<file path="src/rtl/tgic_pkg.sv">
package tgic_pkg;

  localparam logic [7:0] OFF_STA  = 8'h10;
  localparam logic [7:0] OFF_REQA = 8'h14;
  localparam logic [7:0] OFF_MSKA = 8'h18;
  localparam logic [7:0] OFF_STB  = 8'h20;
  localparam logic [7:0] OFF_REQB = 8'h24;
  localparam logic [7:0] OFF_MSKB = 8'h28;
  localparam logic [7:0] OFF_STF  = 8'h30;
  localparam logic [7:0] OFF_REQF = 8'h34;
  localparam logic [7:0] OFF_MSKF = 8'h38;

  // strobes from decode to datapath
  typedef struct packed {
    logic mskA;
    logic mskB;
    logic mskF;
    logic clrA;
  } strb_t;

  typedef enum logic [3:0] {
    RS_NONE, RS_STA, RS_REQA, RS_MSKA,
    RS_STB, RS_REQB, RS_MSKB,
    RS_STF, RS_REQF, RS_MSKF
  } rsel_t;

endpackage

</file>
<file path="src/rtl/tgic_ctrl.sv">
module tgic_ctrl
  import tgic_pkg::*;
#(
  parameter int AW = 8
) (
  input  logic [AW-1:0] addr,
  input  logic          wrEn,
  output strb_t         stb,
  output rsel_t         rdSel
);

  always_comb begin
    stb   = '0;
    rdSel = RS_NONE;
    case (addr)
      AW'(OFF_STA):  rdSel = RS_STA;
      AW'(OFF_REQA): begin rdSel = RS_REQA; stb.clrA = wrEn; end
      AW'(OFF_MSKA): begin rdSel = RS_MSKA; stb.mskA = wrEn; end
      AW'(OFF_STB):  rdSel = RS_STB;
      AW'(OFF_REQB): rdSel = RS_REQB;
      AW'(OFF_MSKB): begin rdSel = RS_MSKB; stb.mskB = wrEn; end
      AW'(OFF_STF):  rdSel = RS_STF;
      AW'(OFF_REQF): rdSel = RS_REQF;
      AW'(OFF_MSKF): begin rdSel = RS_MSKF; stb.mskF = wrEn; end
      default: ;
    endcase
  end

endmodule

</file>
<file path="src/rtl/tgic_dp.sv">
module tgic_dp
  import tgic_pkg::*;
#(
  parameter int          DW      = 8,
  parameter logic [DW-1:0] EDGE_A  = 8'h7C,
  parameter logic [DW-1:0] FORCE_A = 8'h80,
  parameter logic [DW-1:0] FORCE_F = 8'h80,
  parameter int          POR_BIT = 4
) (
  input  logic          clk,
  input  logic          rstN,
  input  logic [DW-1:0] srcA,
  input  logic [DW-1:0] srcB,
  input  logic [DW-1:0] srcF,
  input  logic [DW-1:0] wrData,
  input  strb_t         stb,
  input  rsel_t         rdSel,
  output logic [DW-1:0] rdData,
  output logic          irqOut,
  output logic          fiqOut,
  output logic [DW-1:0] statA,
  output logic [DW-1:0] statB,
  output logic [DW-1:0] statF,
  output logic [DW-1:0] maskA,
  output logic [DW-1:0] maskB,
  output logic [DW-1:0] maskF
);

  localparam int          NGRP     = 3;
  localparam logic [DW-1:0] LAT_INIT = DW'(1) << POR_BIT;
  localparam logic [DW-1:0] LEVEL_A  = ~(EDGE_A | FORCE_A);

  logic [DW-1:0] prevA, latA, riseA, clrVec;
  logic [DW-1:0] reqA, reqB, reqF;
  logic [DW-1:0] maskR [NGRP];
  logic [NGRP-1:0] maskWe;

  // pulse-type sources: rising-edge detect, clear applied before set
  assign riseA  = srcA & ~prevA & EDGE_A;
  assign clrVec = stb.clrA ? (wrData & EDGE_A) : '0;

  always_ff @(posedge clk) begin
    if (!rstN) begin
      prevA <= '0;
      latA  <= LAT_INIT;
    end else begin
      prevA <= srcA;
      latA  <= (latA & ~clrVec) | riseA;
    end
  end

  // mask registers, one per group
  assign maskWe = {stb.mskF, stb.mskB, stb.mskA};

  for (genvar g = 0; g < NGRP; g++) begin : g_mask
    always_ff @(posedge clk) begin
      if (!rstN)          maskR[g] <= '0;
      else if (maskWe[g]) maskR[g] <= wrData;
    end
  end

  assign maskA = maskR[0];
  assign maskB = maskR[1];
  assign maskF = maskR[2];

  // status composition
  assign statA = (latA & EDGE_A) | (srcA & LEVEL_A) | FORCE_A;
  assign statB = srcB;
  assign statF = (srcF & ~FORCE_F) | FORCE_F;

  assign reqA = statA & maskA;
  assign reqB = statB & maskB;
  assign reqF = statF & maskF;

  always_ff @(posedge clk) begin
    if (!rstN) begin
      irqOut <= 1'b0;
      fiqOut <= 1'b0;
    end else begin
      irqOut <= |reqA || |reqB;
      fiqOut <= |reqF;
    end
  end

  always_comb begin
    case (rdSel)
      RS_STA:  rdData = statA;
      RS_REQA: rdData = reqA;
      RS_MSKA: rdData = maskA;
      RS_STB:  rdData = statB;
      RS_REQB: rdData = reqB;
      RS_MSKB: rdData = maskB;
      RS_STF:  rdData = statF;
      RS_REQF: rdData = reqF;
      RS_MSKF: rdData = maskF;
      default: rdData = '0;
    endcase
  end

endmodule

</file>
<file path="src/rtl/tgic_top.sv">
module tgic_top
  import tgic_pkg::*;
#(
  parameter int          AW      = 8,
  parameter int          DW      = 8,
  parameter logic [DW-1:0] EDGE_A  = 8'h7C,
  parameter logic [DW-1:0] FORCE_A = 8'h80,
  parameter logic [DW-1:0] FORCE_F = 8'h80,
  parameter int          POR_BIT = 4
) (
  input  logic          clk,
  input  logic          rstN,
  input  logic [AW-1:0] addr,
  input  logic          wrEn,
  input  logic [DW-1:0] wrData,
  output logic [DW-1:0] rdData,
  input  logic [DW-1:0] srcA,
  input  logic [DW-1:0] srcB,
  input  logic [DW-1:0] srcF,
  output logic          irqOut,
  output logic          fiqOut
);

  strb_t stb;
  rsel_t rdSel;
  logic [DW-1:0] statA, statB, statF, maskA, maskB, maskF;

  tgic_ctrl #(.AW(AW)) u_ctrl (
    .addr  (addr),
    .wrEn  (wrEn),
    .stb   (stb),
    .rdSel (rdSel)
  );

  tgic_dp #(
    .DW(DW), .EDGE_A(EDGE_A), .FORCE_A(FORCE_A),
    .FORCE_F(FORCE_F), .POR_BIT(POR_BIT)
  ) u_dp (
    .clk    (clk),
    .rstN   (rstN),
    .srcA   (srcA),
    .srcB   (srcB),
    .srcF   (srcF),
    .wrData (wrData),
    .stb    (stb),
    .rdSel  (rdSel),
    .rdData (rdData),
    .irqOut (irqOut),
    .fiqOut (fiqOut),
    .statA  (statA),
    .statB  (statB),
    .statF  (statF),
    .maskA  (maskA),
    .maskB  (maskB),
    .maskF  (maskF)
  );

endmodule

</file>
<file path="config.mk">
export PLATFORM = sky130hd
export DESIGN_NAME = tgic_top
export DESIGN_NICKNAME = d
export VERILOG_FILES = /design/src/rtl/tgic_pkg.sv /design/src/rtl/tgic_ctrl.sv /design/src/rtl/tgic_dp.sv /design/src/rtl/tgic_top.sv
export SDC_FILE = /design/constraint.sdc
export NUM_CORES = 1
export LEC_CHECK = 0
export ABC_AREA = 0
export BUFFER_PORTS_ARGS = -buffer_cell sky130_fd_sc_hd__buf_4
export CORE_ASPECT_RATIO = 0.5
export CORE_MARGIN = 8
export CORE_UTILIZATION = 40
export DETAILED_ROUTE_END_ITERATION = 10
export PLACE_DENSITY_LB_ADDON = 0.25
export REMOVE_ABC_BUFFERS = 1
export SYNTH_ARGS = -nofsm -noshare
export SYNTH_HDL_FRONTEND = slang
export SYNTH_SLANG_ARGS = --single-unit
</file>
<file path="constraint.sdc">
create_clock -name clk -period 2.25 [get_ports clk]
set_input_delay 0 -clock clk [delete_from_list [all_inputs] [get_ports clk]]
set_output_delay 0 -clock clk [all_outputs]
set_load 0.05 [all_outputs]
</file>
==> results.cfg, run 1 <==
[run_status]
status = completed

[setup_path]
cpMaxStageDelayCell = edfxtp_1
crit_required_ns = 2.25
setup.worst_path.start = u_dp.maskR[2][2]
critical_path_class = reg -> out
worstPathCellList = nand3_1 > o21ai_0 > a221oi_1 > o22ai_1 > buf_4
end_kind = primary output
reg2reg_from = u_dp.maskR[0][0]
r2r_cells = 4
cp-start-kind = flop
slowest_delay_ns = 0.43
r2r-end = u_dp.irqOut
crit_fanout = 3
r2r_slack_ns = 1.12
crit_end = rdData[2]
arrival_ns = 1.69

[cells_and_area]
multiInputGateArea_sq_um = 1080
drive_gt1_frac = 0.265
diodes = 0
fill_cells = 451
final_nets = 325
seqCellArea_sq_um = 961
area_delta_synth_final_pct = 31.6

[sta]
period_share = 0.749
min_period_ns = 1.69
fmax_mhz = 593
fin_tns_setup_ns = 0
setup_violations = 0
tightest_slew_ns = 0.538
relSlewSlack = 0.640
finalMaxSlewViolations = 0
fin_skew_ns = 0.0111
grt_setup_unrepaired = false
hold_viol = 0
setup_ws_ns = 0.564

[synthesis]
synthArstFlopShare = 0
yosysUniqueCellTypes = 38
ys_seq_elements = 36
synth_cells = 217
synth_warnings = 0
syn_area_per_cell_sq_um = 9.77
synth_ff_type = edfxtp_1
seq_area_frac_synth = 0.453
synth_area_sq_um = 2120
synth_edf_count = 24

[placed_design]
pre_cts_ws_ns = 0.544
dpl.hpwl_um = 5010
portBuffers = 50
place_congestion = 0.952

[power_and_ir_drop]
peakVddDrop_v = 0.000242
power_frac_seq = 0.501
power.leakage_nw = 1.13
p_int_mw = 1.09
clockPowerShare = 0.312
p_comb_frac = 0.187
cellPowerDensity_nw_per_um2 = 545
swShare = 0.280
p_switching_uw = 426

[cts]
clk_pin_slew_ns = 0.08
cts_tree = built
clockBufferDepth = 2
cts_buffers = 5
clk_latency_ns = 0.29
htreeDepth = 2
numClockSinks = 36
root_buffer = clkbuf_8
cts_setup_buffers = 0
holdBufCountCts = 10
cts-resized-gates = 0

[die]
die_area_sq_um = 8030
initial_core_util = 0.422
coreArea_sq_um = 5020
std_cell_rows = 18
ios = 53
die_w_um = 119
die_h_um = 67.5

[global_routing]
grt_usage = 0.162
grt_max_degree = 22
antenna_found_initial = 0
grt_pass1_wl_um = 9920
gr-total-overflow = 0
grt_pass1_vias = 1932

[route]
drt-pass1-iter-count = 5
drc = 0
finalWirelength_um = 6370
drt_iter0_markers = 187
wire_per_inst_um = 18.0
dr_total_vias = 2007
postRouteAntennaNets = 0
vias_per_cell = 5.69

[worst_hold_path]
hold_class = in -> reg

[flow_run]
drv_cap = 0
-- sequential cells by signal, indices dropped and copies added, names as in the netlist --
signal and cells:
u_dp.fiqOut 1, u_dp.irqOut 1, u_dp.latA 5, u_dp.maskR 24
u_dp.prevA 5
-- worst min path at each step --
stage               from                to  slack, ns  depth (start not counted)
2_1_floorplan    srcA[2]     u_dp.prevA[2]       0.12                          1
3_3_place_gp     srcA[3]     u_dp.prevA[3]       0.22                          2
3_5_place_dp     srcA[5]     u_dp.prevA[5]       0.22                          2
4_1_cts        wrData[1]  u_dp.maskR[2][1]      0.005                          2
5_1_grt        wrData[1]  u_dp.maskR[2][1]      0.004                          2
6_report       wrData[1]  u_dp.maskR[2][1]       0.01                          2
-- power by group through the flow --
stage                     clock network, mW  logic, mW  registers (mW)
after detailed placement                  0      0.267           0.776
final                                 0.475      0.284           0.762
after global routing                  0.506      0.309           0.765
after global placement                    0      0.261           0.774
after CTS                             0.481      0.281           0.760
after floorplan                           0      0.120           0.775
-- layer usage --
metal / global-route usage / vias to the layer above / share of wire
met4: 0.0718 / 0 / 0.019
met3: 0.0607 / 12 / 0.12
met2: 0.247 / 123 / 0.44
met1: 0.203 / 923 / 0.43
li1: - / 949 / -
met5: 0 / - / 0
-- cell families (layout without fill, tap and decap cells) --
kind of cell / count (synthesis) / after routing / share of synthesized area
buffers and inverters: 19 / 85 / 0.0378
DFF: 36 / 36 / 0.453
muxes: 10 / 10 / 0.0490
and+or+nand+nor: 83 / 83 / 0.236
xor gates and xnor gates: 1 / 1 / 0.00413
AOI/OAI and AO/OA: 68 / 68 / 0.220
-- critical path: cells and delay by family (launching register included) --
kind / cells / cell delay [ns]
AOI/OAI and AO/OA: 3 / 0.64
DFF: 1 / 0.43
buffers and inverters: 1 / 0.22
and+or+nand+nor: 1 / 0.10
-- through the flow --
step                       util  power, mW  hold WS [ns]  cell area (sq um)  cells
final                     0.556       1.52        0.0107               2790    353
after CTS                 0.556       1.52       0.00482               2790    353
after floorplan               -      0.896         0.122               2070    206
after global placement    0.518       1.04         0.215               2600    335
after global routing      0.556       1.58       0.00405               2790    353
after detailed placement  0.518       1.04         0.219               2600    335
-- synth_stat cells (2+ instances only) --
library cell / n / area [sq um]
nand3_1: 8 / 40.0
nand2b_1: 6 / 37.5
inv_1: 7 / 26.3
and2_1: 30 / 188
clkbuf_1: 4 / 15.0
dfxtp_1: 12 / 240
nand4_1: 4 / 25.0
mux2_2: 3 / 33.8
nand2_1: 14 / 52.6
nor2_1: 10 / 37.5
o22ai_1: 5 / 31.3
buf_2: 7 / 35.0
o21ai_0: 18 / 90.1
a41o_1: 4 / 40.0
nor2b_1: 4 / 25.0
a21oi_1: 10 / 50.1
a221oi_1: 6 / 52.6
a21o_1: 3 / 22.5
a2bb2oi_1: 4 / 35.0
a31oi_1: 2 / 12.5
nor4_4: 2 / 42.5
edfxtp_1: 24 / 721
mux2i_1: 7 / 70.1
a22oi_1: 6 / 45.0
o221ai_1: 2 / 17.5
a22o_1: 3 / 26.3
-- cells in the final DEF, fill, tap and decap left out, types with 2 or more instances in the layout --
master,count
a21o_1,3
a21oi_1,10
a221oi_1,6
a22o_1,3
a22oi_1,6
a2bb2oi_1,4
a31oi_1,2
a41o_1,4
and2_1,30
buf_4,59
clkbuf_8,5
dfxtp_1,12
dlygate4sd3_1,10
edfxtp_1,24
inv_1,7
mux2_2,3
mux2i_1,7
nand2_1,14
nand2b_1,6
nand3_1,8
nand4_1,4
nor2_1,10
nor2b_1,4
nor4_4,2
o21ai_0,18
o221ai_1,2
o22ai_1,5
-- final cells by class --
type,count,area share
Tap cell,70,0.0314
Inverter,8,0.0108
Multi-Input combinational cell,162,0.387
Timing Repair Buffer,69,0.195
Clock buffer,5,0.0247
Sequential cell,36,0.344
Clock inverter,3,0.00717
Note: power is estimated with default switching activity, not from simulation.
==> run 2, diff against run 1 <==
--- a/config.mk
+++ b/config.mk
@@ -5,7 +5,7 @@
 export SDC_FILE = /design/constraint.sdc
 export NUM_CORES = 1
 export LEC_CHECK = 0
-export ABC_AREA = 0
+export ABC_AREA = 1
 export BUFFER_PORTS_ARGS = -buffer_cell sky130_fd_sc_hd__buf_4
 export CORE_ASPECT_RATIO = 0.5
 export CORE_MARGIN = 8
==> constraint.sdc (replaced) <==
create_clock -name clk -period 1.63 [get_ports clk]
set_input_delay 0 -clock clk [delete_from_list [all_inputs] [get_ports clk]]
set_output_delay 0 -clock clk [all_outputs]
set_load 0.05 [all_outputs]
==> run 2 against run 1 <==
First-iteration DRC count is 25% lower. Cell area grew 3.9%. Highest routed layer unchanged. Non-clock buffer count fell by 4. Via count is 12% higher. Sequential share of layout area is 1.3 points lower. Largest cell class unchanged. Critical endpoint is now rdData[4]. Area after synthesis rose by 4.7%.
==> results.cfg, run 2 <==
[run_status]
status = completed

[cells_and_area]
area_delta_synth_final_pct = 30.7
reg.largest.list = u_dp.maskR: 24 flops, u_dp.latA: 5 flops, u_dp.prevA: 5 flops
final_nets = 410
final_area_sq_um = 2900
fill_cells = 544
final_common_cell = nand2_1
diodes = 0
post_layout_nonfiller_instances = 441
fin_util = 0.535
largest_reg_flops = 24
top_register = u_dp.maskR
drive_gt1_frac = 0.269
most-common-layout-cells = nand2_1 (85), buf_4 (60), nor2_1 (44)

[cts]
holdBufCountCts = 5
numClockSinks = 36
cts_tree = built
htreeDepth = 2
root_buffer = clkbuf_8
cts_buffers = 5
clk_pin_slew_ns = 0.06
cts_setup_buffers = 0
clockBufferDepth = 2
clk_latency_ns = 0.28
cts-resized-gates = 0

[setup_path]
cp-start-kind = input port
end_kind = primary output
path_buf_inv = 5
arrival_ns = 1.46
crit_required_ns = 1.63
cpMaxStageDelayCell = buf_4
slowest_delay_ns = 0.21
crit_fanout = 6
critical_path_class = in -> out
path_delay_family = buffers and inverters
worstPathCellList = buf_4 > nor2_4 > nand2_1 > inv_2 > nand2_1 > inv_1 > buf_4 > nand2_1 > nand2_1 > nor2_1 > nand4_1 > buf_4
cpMostUsedCell = nand2_1

[placed_design]
portBuffers = 50
dpl.hpwl_um = 5790
placed_cells = 428
placed_cell_area_sq_um = 2760
place_congestion = 0.947

[sta]
finalMaxSlewViolations = 0
tightest_slew_ns = 0.422
min_period_ns = 1.46
grt_setup_unrepaired = false
fin_tns_setup_ns = 0
setup_violations = 0
fmax_mhz = 685
hold_viol = 0
fin_skew_ns = 0.00531
period_share = 0.895
relSlewSlack = 0.718

[die]
die_w_um = 121
die_area_sq_um = 8330
die_h_um = 68.7
initial_core_util = 0.410
ios = 53
std_cell_rows = 19
coreArea_sq_um = 5420

[route]
drc = 0
dr_total_vias = 2240
drt_iter0_markers = 140
wire_per_inst_um = 16.2
vias_per_cell = 5.08
postRouteAntennaNets = 0
drt-pass1-iter-count = 4
finalWirelength_um = 7160

[synthesis]
synthArstFlopShare = 0
yosys.area.top_type = edfxtp_1
yosys-top-cells-count = nand2_1 (85), nor2_1 (44), inv_1 (35)
seq_area_frac_synth = 0.433
synth_compound_area_frac = 0.104
syn_area_per_cell_sq_um = 7.50
synth.area.mux_share = 0
ys_seq_elements = 36
yosys.area_share.simple = 0.393
synth.area.top_cells = edfxtp_1 (32%), nand2_1 (14%), dfxtp_1 (11%)
synth_area_sq_um = 2220
yosysUniqueCellTypes = 32
synth_cells = 296
synth_warnings = 0
synth_top_family_by_area = simple AND/OR/NAND/NOR gates
synth_top_cell_area_share = 0.325
synth_xor_area_frac = 0
synth_adder_area_share = 0
yosysMostFrequentCell = nand2_1
synth_ff_type = edfxtp_1
synth_edf_count = 24

[worst_hold_path]
hold_class = in -> reg

[global_routing]
grt_max_degree = 14
grt_usage = 0.178
gr-total-overflow = 0
grt_pass1_wl_um = 11400
antenna_found_initial = 0
grt_pass1_vias = 2189

[power_and_ir_drop]
peakVddDrop_v = 0.000619
cellPowerDensity_nw_per_um2 = 682
power.leakage_nw = 1.40

[flow_run]
drv_cap = 0
==> run 2: changes by cell type in the layout (fill, tap and decap cells not counted), moves of 8 or more <==
cell	delta
inv_1	+28
and2_1	-30
nand2_1	+71
nor2_1	+34
nor2_2	+8
==> run 2: kinds of logic (layout without fill, tap and decap cells) <==
kind of cell | after synthesis | in the layout
simple gates | 185 | 185
flops | 36 | 36
buf+inv | 41 | 113
compound gates | 34 | 34
==> run 2: cell type report <==
type,count,area (sq um),share of cell area
multi-input cells,219,1100,0.380
flip-flops and latches,36,961,0.331
repair buffers,65,500,0.173
inverters,40,153,0.0526
well taps,73,91.3,0.0315
clock buffers,6,82.6,0.0285
clock inverters,2,10.0,0.00345
==> run 2: worst paths after layout <==
path | from | to | slack (ns) | depth (start not counted)
max | addr[7] | rdData[4] | 0.17 | 12
min | rstN | u_dp.latA[4] | 0.02 | 2
max reg2reg | u_dp.maskR[0][1] | u_dp.irqOut | 0.33 | 4
min reg2reg | u_dp.prevA[4] | u_dp.latA[4] | 0.43 | 1
==> run 2: worst reg2reg max path, stage by stage (launching register included) <==
cell and delay, ns:
edfxtp_1 0.45, nand2_1 0.15, nand4_1 0.12, a2111oi_0 0.31
a21oi_1 0.13
==> run 2: power breakdown <==
| group | total [mW] | internal, mW | switching (mW) |
|---|---|---|---|
| Clock | 0.629 | 0.337 | 0.293 |
| Sequential | 1.07 | 1.02 | 0.0463 |
| Combinational | 0.279 | 0.121 | 0.158 |
==> run 2: stage by stage <==
stage | hold slack [ns] | power (mW) | setup WS (ns)
2_1_floorplan | 0.0935 | 1.19 | 0.181
3_3_place_gp | 0.188 | 1.35 | 0.150
3_5_place_dp | 0.201 | 1.35 | 0.168
4_1_cts | 0.00553 | 1.99 | 0.192
5_1_grt | 0.0327 | 2.07 | 0.0647
6_report | 0.0168 | 1.98 | 0.171
==> run 2: metal layers <==
metal  track usage  vias up  wire length [um]
li1              -     1118                 -
met1         0.255     1016              3530
met2         0.258      102              2830
met3        0.0496        4               755
met4        0.0457        0                46
met5             0        -                 0
==> run 3, diff against run 2 <==
--- a/config.mk
+++ b/config.mk
@@ -13,6 +13,7 @@
 export DETAILED_ROUTE_END_ITERATION = 10
 export PLACE_DENSITY_LB_ADDON = 0.25
 export REMOVE_ABC_BUFFERS = 1
+export SKIP_LAST_GASP = 1
 export SYNTH_ARGS = -nofsm -noshare
 export SYNTH_HDL_FRONTEND = slang
 export SYNTH_SLANG_ARGS = --single-unit
==> constraint.sdc (replaced) <==
create_clock -name clk -period 1.63 [get_ports clk]
set_input_delay 0.163 -clock clk [delete_from_list [all_inputs] [get_ports clk]]
set_output_delay 0.163 -clock clk [all_outputs]
set_load 0.05 [all_outputs]
==> run 3 against run 2 <==
The run now ends with setup timing left. Sequential cell count stayed put. Non-clock buffer count is 26 higher. Hold slack better by 0.054 ns. Combinational power is 17% higher. Cell area is 13% higher. Clock skew is 0.0029 ns lower. Die area stayed put. Critical path depth is 2 lower. Highest routed layer unchanged.
==> results.cfg, run 3 (synthesis results as in run 2) <==
[sta]
fmax_mhz = 568
fin_skew_ns = 0.00241
grt_setup_unrepaired = true
setup_ws_ns = -0.129
min_period_ns = 1.76
setup_violations = 7
tightest_slew_ns = 0.370
fin_tns_setup_ns = -0.614
period_share = 1.08
relSlewSlack = 0.751
finalMaxSlewViolations = 0
hold_viol = 0
whs_ns = 0.0713

[setup_path]
crit_fanout = 5
arrival_ns = 1.60
critical_path_class = in -> out
crit_required_ns = 1.47
cp-start-kind = input port
cpMaxStageDelayCell = nor2_4
end_kind = primary output
path_delay_family = simple AND/OR/NAND/NOR gates
slowest_delay_ns = 0.23
path_buf_inv = 2
worstPathCellList = buf_8 > nor2_4 > nand2_1 > nor2_2 > nor2_4 > a21oi_4 > and2_4 > a21oi_2 > nand2_1 > buf_6

[cells_and_area]
diodes = 0
fill_cells = 503
largest_reg_flops = 24
drive_gt1_frac = 0.363
multiInputGateArea_sq_um = 1210
top_register = u_dp.maskR
final_nets = 436
seqCellArea_sq_um = 961
most-common-layout-cells = nand2_1 (82), buf_4 (70), nor2_1 (38)
reg.largest.list = u_dp.maskR: 24 flops, u_dp.latA: 5 flops, u_dp.prevA: 5 flops
final_common_cell = nand2_1
area_delta_synth_final_pct = 47.9
post_layout_nonfiller_instances = 467

[power_and_ir_drop]
peakVddDrop_v = 0.000682
cellPowerDensity_nw_per_um2 = 618
power.leakage_nw = 1.58

[placed_design]
placed_cells = 451
portBuffers = 50
place_congestion = 0.935
dpl.hpwl_um = 6120
pre_cts_ws_ns = -0.126

[cts]
cts_tree = built
clk_pin_slew_ns = 0.07
numClockSinks = 36
clk_latency_ns = 0.28
holdBufCountCts = 0
clockBufferDepth = 2
htreeDepth = 2
cts_buffers = 5
root_buffer = clkbuf_8

[die]
ios = 53
coreArea_sq_um = 5420
die_area_sq_um = 8330
std_cell_rows = 19
die_h_um = 68.7
die_w_um = 121
initial_core_util = 0.410

[route]
dr_total_vias = 2441
finalWirelength_um = 7920
drc = 0
wire_per_inst_um = 17.0
drt_iter0_markers = 185
postRouteAntennaNets = 0
vias_per_cell = 5.23
drt-pass1-iter-count = 4

[worst_hold_path]
hold_class = in -> reg

[global_routing]
grt_usage = 0.195
grt_max_degree = 14
gr-total-overflow = 0
grt_pass1_wl_um = 12400
antenna_found_initial = 0
grt_pass1_vias = 2432

[run_status]
violations = setup timing
status = complete, but fails checks

[flow_run]
drv_cap = 0
## run 3: per-layer routing
layer	routed length [um]	vias up	global-route usage
met3	617	9	0.0349
met2	3440	107	0.312
met1	3770	1151	0.266
met5	0	-	0
li1	-	1174	-
met4	92	0	0.0563
## run 3: layout make-up
type,instances,area share
multi-input combinational,219,0.370
clock buffer,8,0.0274
inverter,40,0.0488
sequential,36,0.293
tap,73,0.0278
timing repair buffer,91,0.233
## run 3: final timing paths
path,depth (start not counted),to,startpoint,slack (ns)
setup / recovery,10,rdData[1],addr[7],-0.13
hold / removal,3,u_dp.prevA[4],srcA[4],0.07
setup reg to reg,4,u_dp.irqOut,u_dp.maskR[0][1],0.35
hold reg to reg,1,u_dp.latA[2],u_dp.prevA[2],0.43
## run 3: per-stage QoR
step	area (sq um)	util	power, mW
final	3280	0.606	2.03
after global routing	3280	0.606	2.10
after CTS	3190	0.588	2.02
after detailed placement	2930	0.541	1.37
after global placement	2930	0.541	1.37
after floorplan	2220	-	1.19
## run 3: repair_timing
action | 4_1_cts | 5_1_grt
pin swaps | 14 | 19
cloned | 0 | 0
setup endpoints to repair | 7 | 8
buffers inserted | 6 | 3
resized for setup | 31 | 24
## run 3: worst min-delay path: cells and delay by family
kind / cells / cell delay, ns
AND/OR/NAND/NOR: 1 / 0.04
buffers and inverters: 2 / 0.12
## run 3: power breakdown
group	total [mW]	internal [mW]	switching, mW
sequential	1.07	1.02	0.0464
combinational	0.327	0.143	0.183
clock	0.633	0.344	0.289
total	2.03	1.51	0.518
